File: src/rtl/blit_pkg.sv
package blit_pkg;
    typedef enum logic [2:0] {
        ST_IDLE,
        ST_WRD,
        ST_WMRG,
        ST_WWR,
        ST_RRD,
        ST_RCAP
    } blit_st_e;

    localparam logic [2:0] MODE_COPY   = 3'b100;
    localparam logic [7:0] MODE_RESET  = 8'hE0;
    localparam logic [15:0] ROP_RESET  = 16'h0003;
    localparam logic [1:0] SSEL_ONES   = 2'b00;
    localparam logic [1:0] SSEL_REP    = 2'b01;
    localparam logic [1:0] SSEL_RESET  = 2'b11;
endpackage

File: src/rtl/blit_align.sv
module blit_align #(
    parameter int DW = 16,
    localparam int SW = $clog2(DW)
) (
    input  logic [DW-1:0] prev_w,
    input  logic [DW-1:0] cur_w,
    input  logic [SW-1:0] shift,
    output logic [DW-1:0] aligned
);
    logic [2*DW-1:0] joined;

    always_comb begin
        joined  = {prev_w, cur_w} >> shift;
        aligned = joined[DW-1:0];
    end
endmodule

File: src/rtl/blit_rop.sv
module blit_rop #(
    parameter int DW = 16
) (
    input  logic [3:0]    code,
    input  logic [DW-1:0] src,
    input  logic [DW-1:0] dst,
    input  logic [DW-1:0] inhibit,
    output logic [DW-1:0] merged
);
    // truth table lookup: index {~S,~D} selects a bit of the code
    for (genvar i = 0; i < DW; i++) begin : g_bit
        logic [1:0] idx;
        assign idx       = {~src[i], ~dst[i]};
        assign merged[i] = inhibit[i] ? dst[i] : code[idx];
    end
endmodule

File: src/rtl/mono_blit_datapath.sv
module mono_blit_datapath
    import blit_pkg::*;
#(
    parameter int DW = 16,
    parameter int AW = 12
) (
    input  logic          clk,
    input  logic          rst_n,
    input  logic          cfg_we,
    input  logic [1:0]    cfg_sel,
    input  logic [15:0]   cfg_wdata,
    input  logic          host_rd,
    input  logic          host_wr,
    input  logic [AW-1:0] host_addr,
    input  logic [DW-1:0] host_wdata,
    output logic [DW-1:0] host_rdata,
    output logic          busy,
    output logic [AW-1:0] mem_addr,
    output logic          mem_re,
    output logic          mem_we,
    output logic [DW-1:0] mem_wdata,
    input  logic [DW-1:0] mem_rdata
);
    localparam int SW = $clog2(DW);

    typedef struct packed {
        blit_st_e      st;
        logic [AW-1:0] addr;
        logic [DW-1:0] wdat;
        logic [DW-1:0] prev;
        logic [DW-1:0] cur;
        logic [DW-1:0] dest;
        logic [DW-1:0] res;
        logic [7:0]    mode;
        logic [15:0]   rop;
        logic [DW-1:0] inh;
        logic [1:0]    ssel;
    } blit_state_t;

    blit_state_t q, d;

    logic [DW-1:0] aligned;
    logic [DW-1:0] src_raw;
    logic [DW-1:0] src_sel;
    logic [DW-1:0] merged;

    blit_align #(.DW(DW)) u_align (
        .prev_w  (q.prev),
        .cur_w   (q.cur),
        .shift   (q.mode[SW-1:0]),
        .aligned (aligned)
    );

    always_comb begin
        src_raw = (q.mode[7:5] == MODE_COPY) ? aligned : q.wdat;
        case (q.ssel)
            SSEL_ONES: src_sel = '1;
            SSEL_REP:  src_sel = {DW{src_raw[0]}};
            default:   src_sel = src_raw;
        endcase
    end

    blit_rop #(.DW(DW)) u_rop (
        .code    (q.rop[3:0]),
        .src     (src_sel),
        .dst     (mem_rdata),
        .inhibit (q.inh),
        .merged  (merged)
    );

    always_comb begin
        d = q;
        if (cfg_we) begin
            case (cfg_sel)
                2'd0:    d.mode = cfg_wdata[7:0];
                2'd1:    d.rop  = {cfg_wdata[7:0], cfg_wdata[15:8]};
                2'd2:    d.inh  = cfg_wdata[DW-1:0];
                default: d.ssel = cfg_wdata[7:6];
            endcase
        end
        case (q.st)
            ST_IDLE: begin
                if (host_wr) begin
                    d.st   = ST_WRD;
                    d.addr = host_addr;
                    d.wdat = host_wdata;
                end else if (host_rd) begin
                    d.st   = ST_RRD;
                    d.addr = host_addr;
                end
            end
            ST_WRD:  d.st = ST_WMRG;
            ST_WMRG: begin
                d.dest = mem_rdata;
                d.res  = merged;
                d.st   = ST_WWR;
            end
            ST_WWR:  d.st = ST_IDLE;
            ST_RRD:  d.st = ST_RCAP;
            ST_RCAP: begin
                d.prev = q.cur;
                d.cur  = mem_rdata;
                d.st   = ST_IDLE;
            end
            default: d.st = ST_IDLE;
        endcase
    end

    always_ff @(posedge clk) begin
        if (!rst_n) begin
            q      <= '0;
            q.st   <= ST_IDLE;
            q.mode <= MODE_RESET;
            q.rop  <= ROP_RESET;
            q.ssel <= SSEL_RESET;
        end else begin
            q <= d;
        end
    end

    assign busy       = (q.st != ST_IDLE);
    assign host_rdata = q.cur;
    assign mem_addr   = q.addr;
    assign mem_re     = (q.st == ST_WRD) || (q.st == ST_RRD);
    assign mem_we     = (q.st == ST_WWR);
    assign mem_wdata  = q.res;

    // a write keeps busy for three cycles, then releases
    a_r2_busy_three: assert property (@(posedge clk) disable iff (!rst_n)
        (!busy && host_wr) |=> busy ##1 busy ##1 busy ##1 !busy);

    // the write-back follows a read of the same word two cycles earlier
    a_r2_rmw_order: assert property (@(posedge clk) disable iff (!rst_n)
        mem_we |-> ($past(mem_re, 2) && $past(mem_addr, 2) == mem_addr));

    // requests during busy never start a second back-to-back access
    a_r3_no_back_to_back: assert property (@(posedge clk) disable iff (!rst_n)
        mem_re |=> !mem_re);

    // read and write strobes never overlap
    a_r3_strobe_excl: assert property (@(posedge clk) disable iff (!rst_n)
        !(mem_re && mem_we));

    // a completed read moves the shifter by one word
    a_r4_shift_load: assert property (@(posedge clk) disable iff (!rst_n)
        (q.st == ST_RCAP) |=> (q.cur == $past(mem_rdata) && q.prev == $past(q.cur)));

    // inhibited bits of the written word equal the fetched destination
    a_r7_inhibit_keeps: assert property (@(posedge clk) disable iff (!rst_n)
        mem_we |-> (((mem_wdata ^ q.dest) & q.inh) == '0));
endmodule

File: config.mk
export PLATFORM = sky130hd
export DESIGN_NAME = mono_blit_datapath
export DESIGN_NICKNAME = d
export VERILOG_FILES = /design/src/rtl/blit_pkg.sv /design/src/rtl/blit_align.sv /design/src/rtl/blit_rop.sv /design/src/rtl/mono_blit_datapath.sv
export SDC_FILE = /design/constraint.sdc
export NUM_CORES = 1
export LEC_CHECK = 0
export ABC_AREA = 0
export CAP_MARGIN = 10
export CORE_MARGIN = 1.5
export CORE_UTILIZATION = 58
export CTS_CLUSTER_DIAMETER = 40
export DETAILED_ROUTE_END_ITERATION = 16
export MAX_ROUTING_LAYER = met4
export PLACE_DENSITY = 0.95
export SLEW_MARGIN = 20
export SYNTH_ARGS = -nofsm -noshare
export SYNTH_HDL_FRONTEND = slang
export SYNTH_SLANG_ARGS = --single-unit
File: constraint.sdc
create_clock -name clk -period 6.2 [get_ports clk]
set_input_delay 0.93 -clock clk [delete_from_list [all_inputs] [get_ports clk]]
set_output_delay 0.93 -clock clk [all_outputs]
set_load 0.1 [all_outputs]
==> flow_summary.json <==
{
  "finalHoldViolCount": 0,
  "place.gp.congestion": 0.9936,
  "syn_nets": 840,
  "io_pins": 114,
  "synthArstFlopShare": 0,
  "antenna_found_initial": 0,
  "drt_wl_total_um": 17680,
  "row_count": 38,
  "cts_buffers": 9,
  "vdd.ir_drop.worst_mv": 0.2031,
  "yosysUniqueCellTypes": 44,
  "slew_headroom": 0.2768,
  "dieHeight_um": 108.6,
  "drive_gt1_frac": 0.05875,
  "p_leak_nw": 2.516,
  "dieWidth_um": 108.6,
  "critPathLaunchType": "flop",
  "cts.sinks": 107,
  "finalClockSkew_ns": 0.01592,
  "die-area_mm2": 0.01180,
  "cts_tree": "yes",
  "first_pass_iters": 5,
  "diodes": 0,
  "maxCapViolCount": 0,
  "nets": 862,
  "worst_slew_pin_slew_ns": 1.082,
  "fin_util": 0.6812,
  "viasPerCell": 6.216,
  "syn-instance-count": 773,
  "grt_pass1_vias": 5190,
  "setup_viol": 0,
  "syn_area_mm2": 0.006472,
  "end_kind": "output port",
  "crit_type": "flop to output port",
  "period_share": 0.5262,
  "cp.required_ns": 5.27,
  "syn2layout_area_growth_pct": 14.09,
  "cellPowerDensity_mw_per_mm2": 213.0,
  "cts_resized": 0,
  "synth_area_leaders": "dfxtp_1, mux2i_1, nand2_1",
  "grt_max_degree": 108,
  "place_hpwl_um": 12540,
  "ys_ff_latch": 107,
  "wire_per_inst_um": 18.81,
  "synth.avg_cell_area_um2": 8.373,
  "final_common_cell": "nand2_1",
  "post-cts-setup-buffer-count": 0,
  "drv_slew": 0,
  "synth.largest_area_cell": "dfxtp_1",
  "path_clk_slew_ns": 0.11,
  "setup_tns_ns": 0,
  "cts.hold.buffers_added": 0,
  "ys_seq_area_frac": 0.3309,
  "synth_edf_count": 0,
  "drc": 0,
  "critPathArrivalTime_ns": 2.33,
  "yosys_warnings": 0,
  "place_ws_ns": 2.681,
  "layout.cells.non_filler": 940,
  "grt-ovfl-total": 0,
  "route.antenna.remaining_nets": 0,
  "synth_ff_type": "dfxtp_1",
  "clock_path_buffers": 2,
  "design_area_mm2": 0.007385,
  "clock-root-buffer": "clkbuf_8",
  "numPortBuffers": 113,
  "grt_first_pass_wirelength_um": 27500,
  "dpl.cell_count": 924,
  "netlist.area_leader.share": 0.3309,
  "htree_levels": 3,
  "final.setup.worst_slack_ns": 2.938,
  "grt.total_usage": 0.3103,
  "core_area_mm2": 0.01084,
  "final_cell_mix": "nand2_1, clkdlybuf4s50_1, dfxtp_1, a21boi_0, mux2i_1",
  "min_period_ns": 3.262,
  "initial_utilization": 0.5971,
  "fmax_ghz": 0.3065,
  "insertion_delay_ns": 0.38,
  "hp-class": "flop to flop",
  "cp_max_fo": 11,
  "vias": 5843,
  "placed_area_mm2": 0.007188,
  "drt_iter0_markers": 675,
  "rsz0062_at_grt": "false",
  "status": "complete, no violations"
}
==> cell families after synthesis <==
group / synth area share
mux: 0.1599
simple gates: 0.1914
compound gates: 0.2159
flops: 0.3309
xor+xnor: 0.002707
buf+inv: 0.09917
==> stage by stage <==
| step | hold slack (ns) | power (mW) |
|---|---|---|
| 2_1_floorplan | 0.4317 | 1.052 |
| 3_3_place_gp | 0.4464 | 1.155 |
| 3_5_place_dp | 0.4534 | 1.159 |
| 4_1_cts | 0.4768 | 1.574 |
| 5_1_grt | 0.5006 | 1.626 |
| 6_report | 0.4748 | 1.573 |
==> report_power, final <==
part           switching, mW  internal (mW)
Sequential            0.0406          0.720
Clock                  0.259          0.166
Combinational          0.256          0.131
==> synthesized netlist by cell type, types with 2 or more instances <==
| cell | n |
|---|---|
| nand2_1 | 191 |
| dfxtp_1 | 107 |
| a21boi_0 | 91 |
| mux2i_1 | 73 |
| clkbuf_1 | 49 |
| buf_4 | 45 |
| nand3_1 | 35 |
| a22oi_1 | 28 |
| nor3_1 | 19 |
| a311o_1 | 15 |
| nor2_1 | 12 |
| a2111oi_0 | 11 |
| mux4_2 | 9 |
| nor2b_1 | 9 |
| buf_2 | 7 |
| nand2b_1 | 6 |
| o21ai_0 | 6 |
| a2111oi_2 | 4 |
| a21oi_1 | 4 |
| and2_1 | 4 |
| inv_1 | 4 |
| mux2_2 | 4 |
| a32oi_1 | 3 |
| o211ai_1 | 3 |
| a211oi_1 | 2 |
| a221oi_2 | 2 |
| a31oi_1 | 2 |
| and3b_1 | 2 |
| buf_1 | 2 |
| buf_12 | 2 |
| buf_6 | 2 |
| mux2_4 | 2 |
| nand3b_1 | 2 |
| nand4_1 | 2 |
| nor3b_1 | 2 |
| o22ai_1 | 2 |
| or2_2 | 2 |
| xnor2_1 | 2 |
==> registers in the layout, indices dropped and copies added, names as in the netlist <==
signal      cells
mem_wdata      16
host_rdata     16
q              63
mem_addr       12
==> final cells by class <==
cell class / instances / area [um2]
flip-flops and latches: 107 / 2143
clock buffers: 10 / 137.6
inverters: 4 / 15.01
clock inverters: 6 / 58.81
repair buffers: 118 / 1164
well taps: 140 / 175.2
fillers: 876 / 3456
multi-input cells: 555 / 3691
==> worst max-delay path, cell delays in order, from the launching register on <==
cell	delay, ns
dfxtp_1	0.55
nor3_1	0.14
inv_1	0.11
clkdlybuf4s50_1	1.14
==> worst paths after layout <==
kind         slack, ns                    endpoint                     start  cells past startpoint
min               0.47    mem_addr[6]$_SDFFE_PN0P_  mem_addr[6]$_SDFFE_PN0P_                      2
min reg2reg       0.47    mem_addr[6]$_SDFFE_PN0P_  mem_addr[6]$_SDFFE_PN0P_                      2
max               2.94                        busy       q[135]$_SDFFE_PN0P_                      3
max reg2reg       2.96  mem_wdata[15]$_SDFFE_PN0N_        q[39]$_SDFFE_PN1P_                      7
==> per-layer routing <==
metal  GRT usage  part of all wire  up-vias
met5           -                 0        -
met4      0.1024             0.028        0
met3     0.04842             0.093       45
met2      0.4775              0.46      349
met1      0.4176              0.42     2703
li1            -                 -     2746
Note: power is estimated with default switching activity, not from simulation.
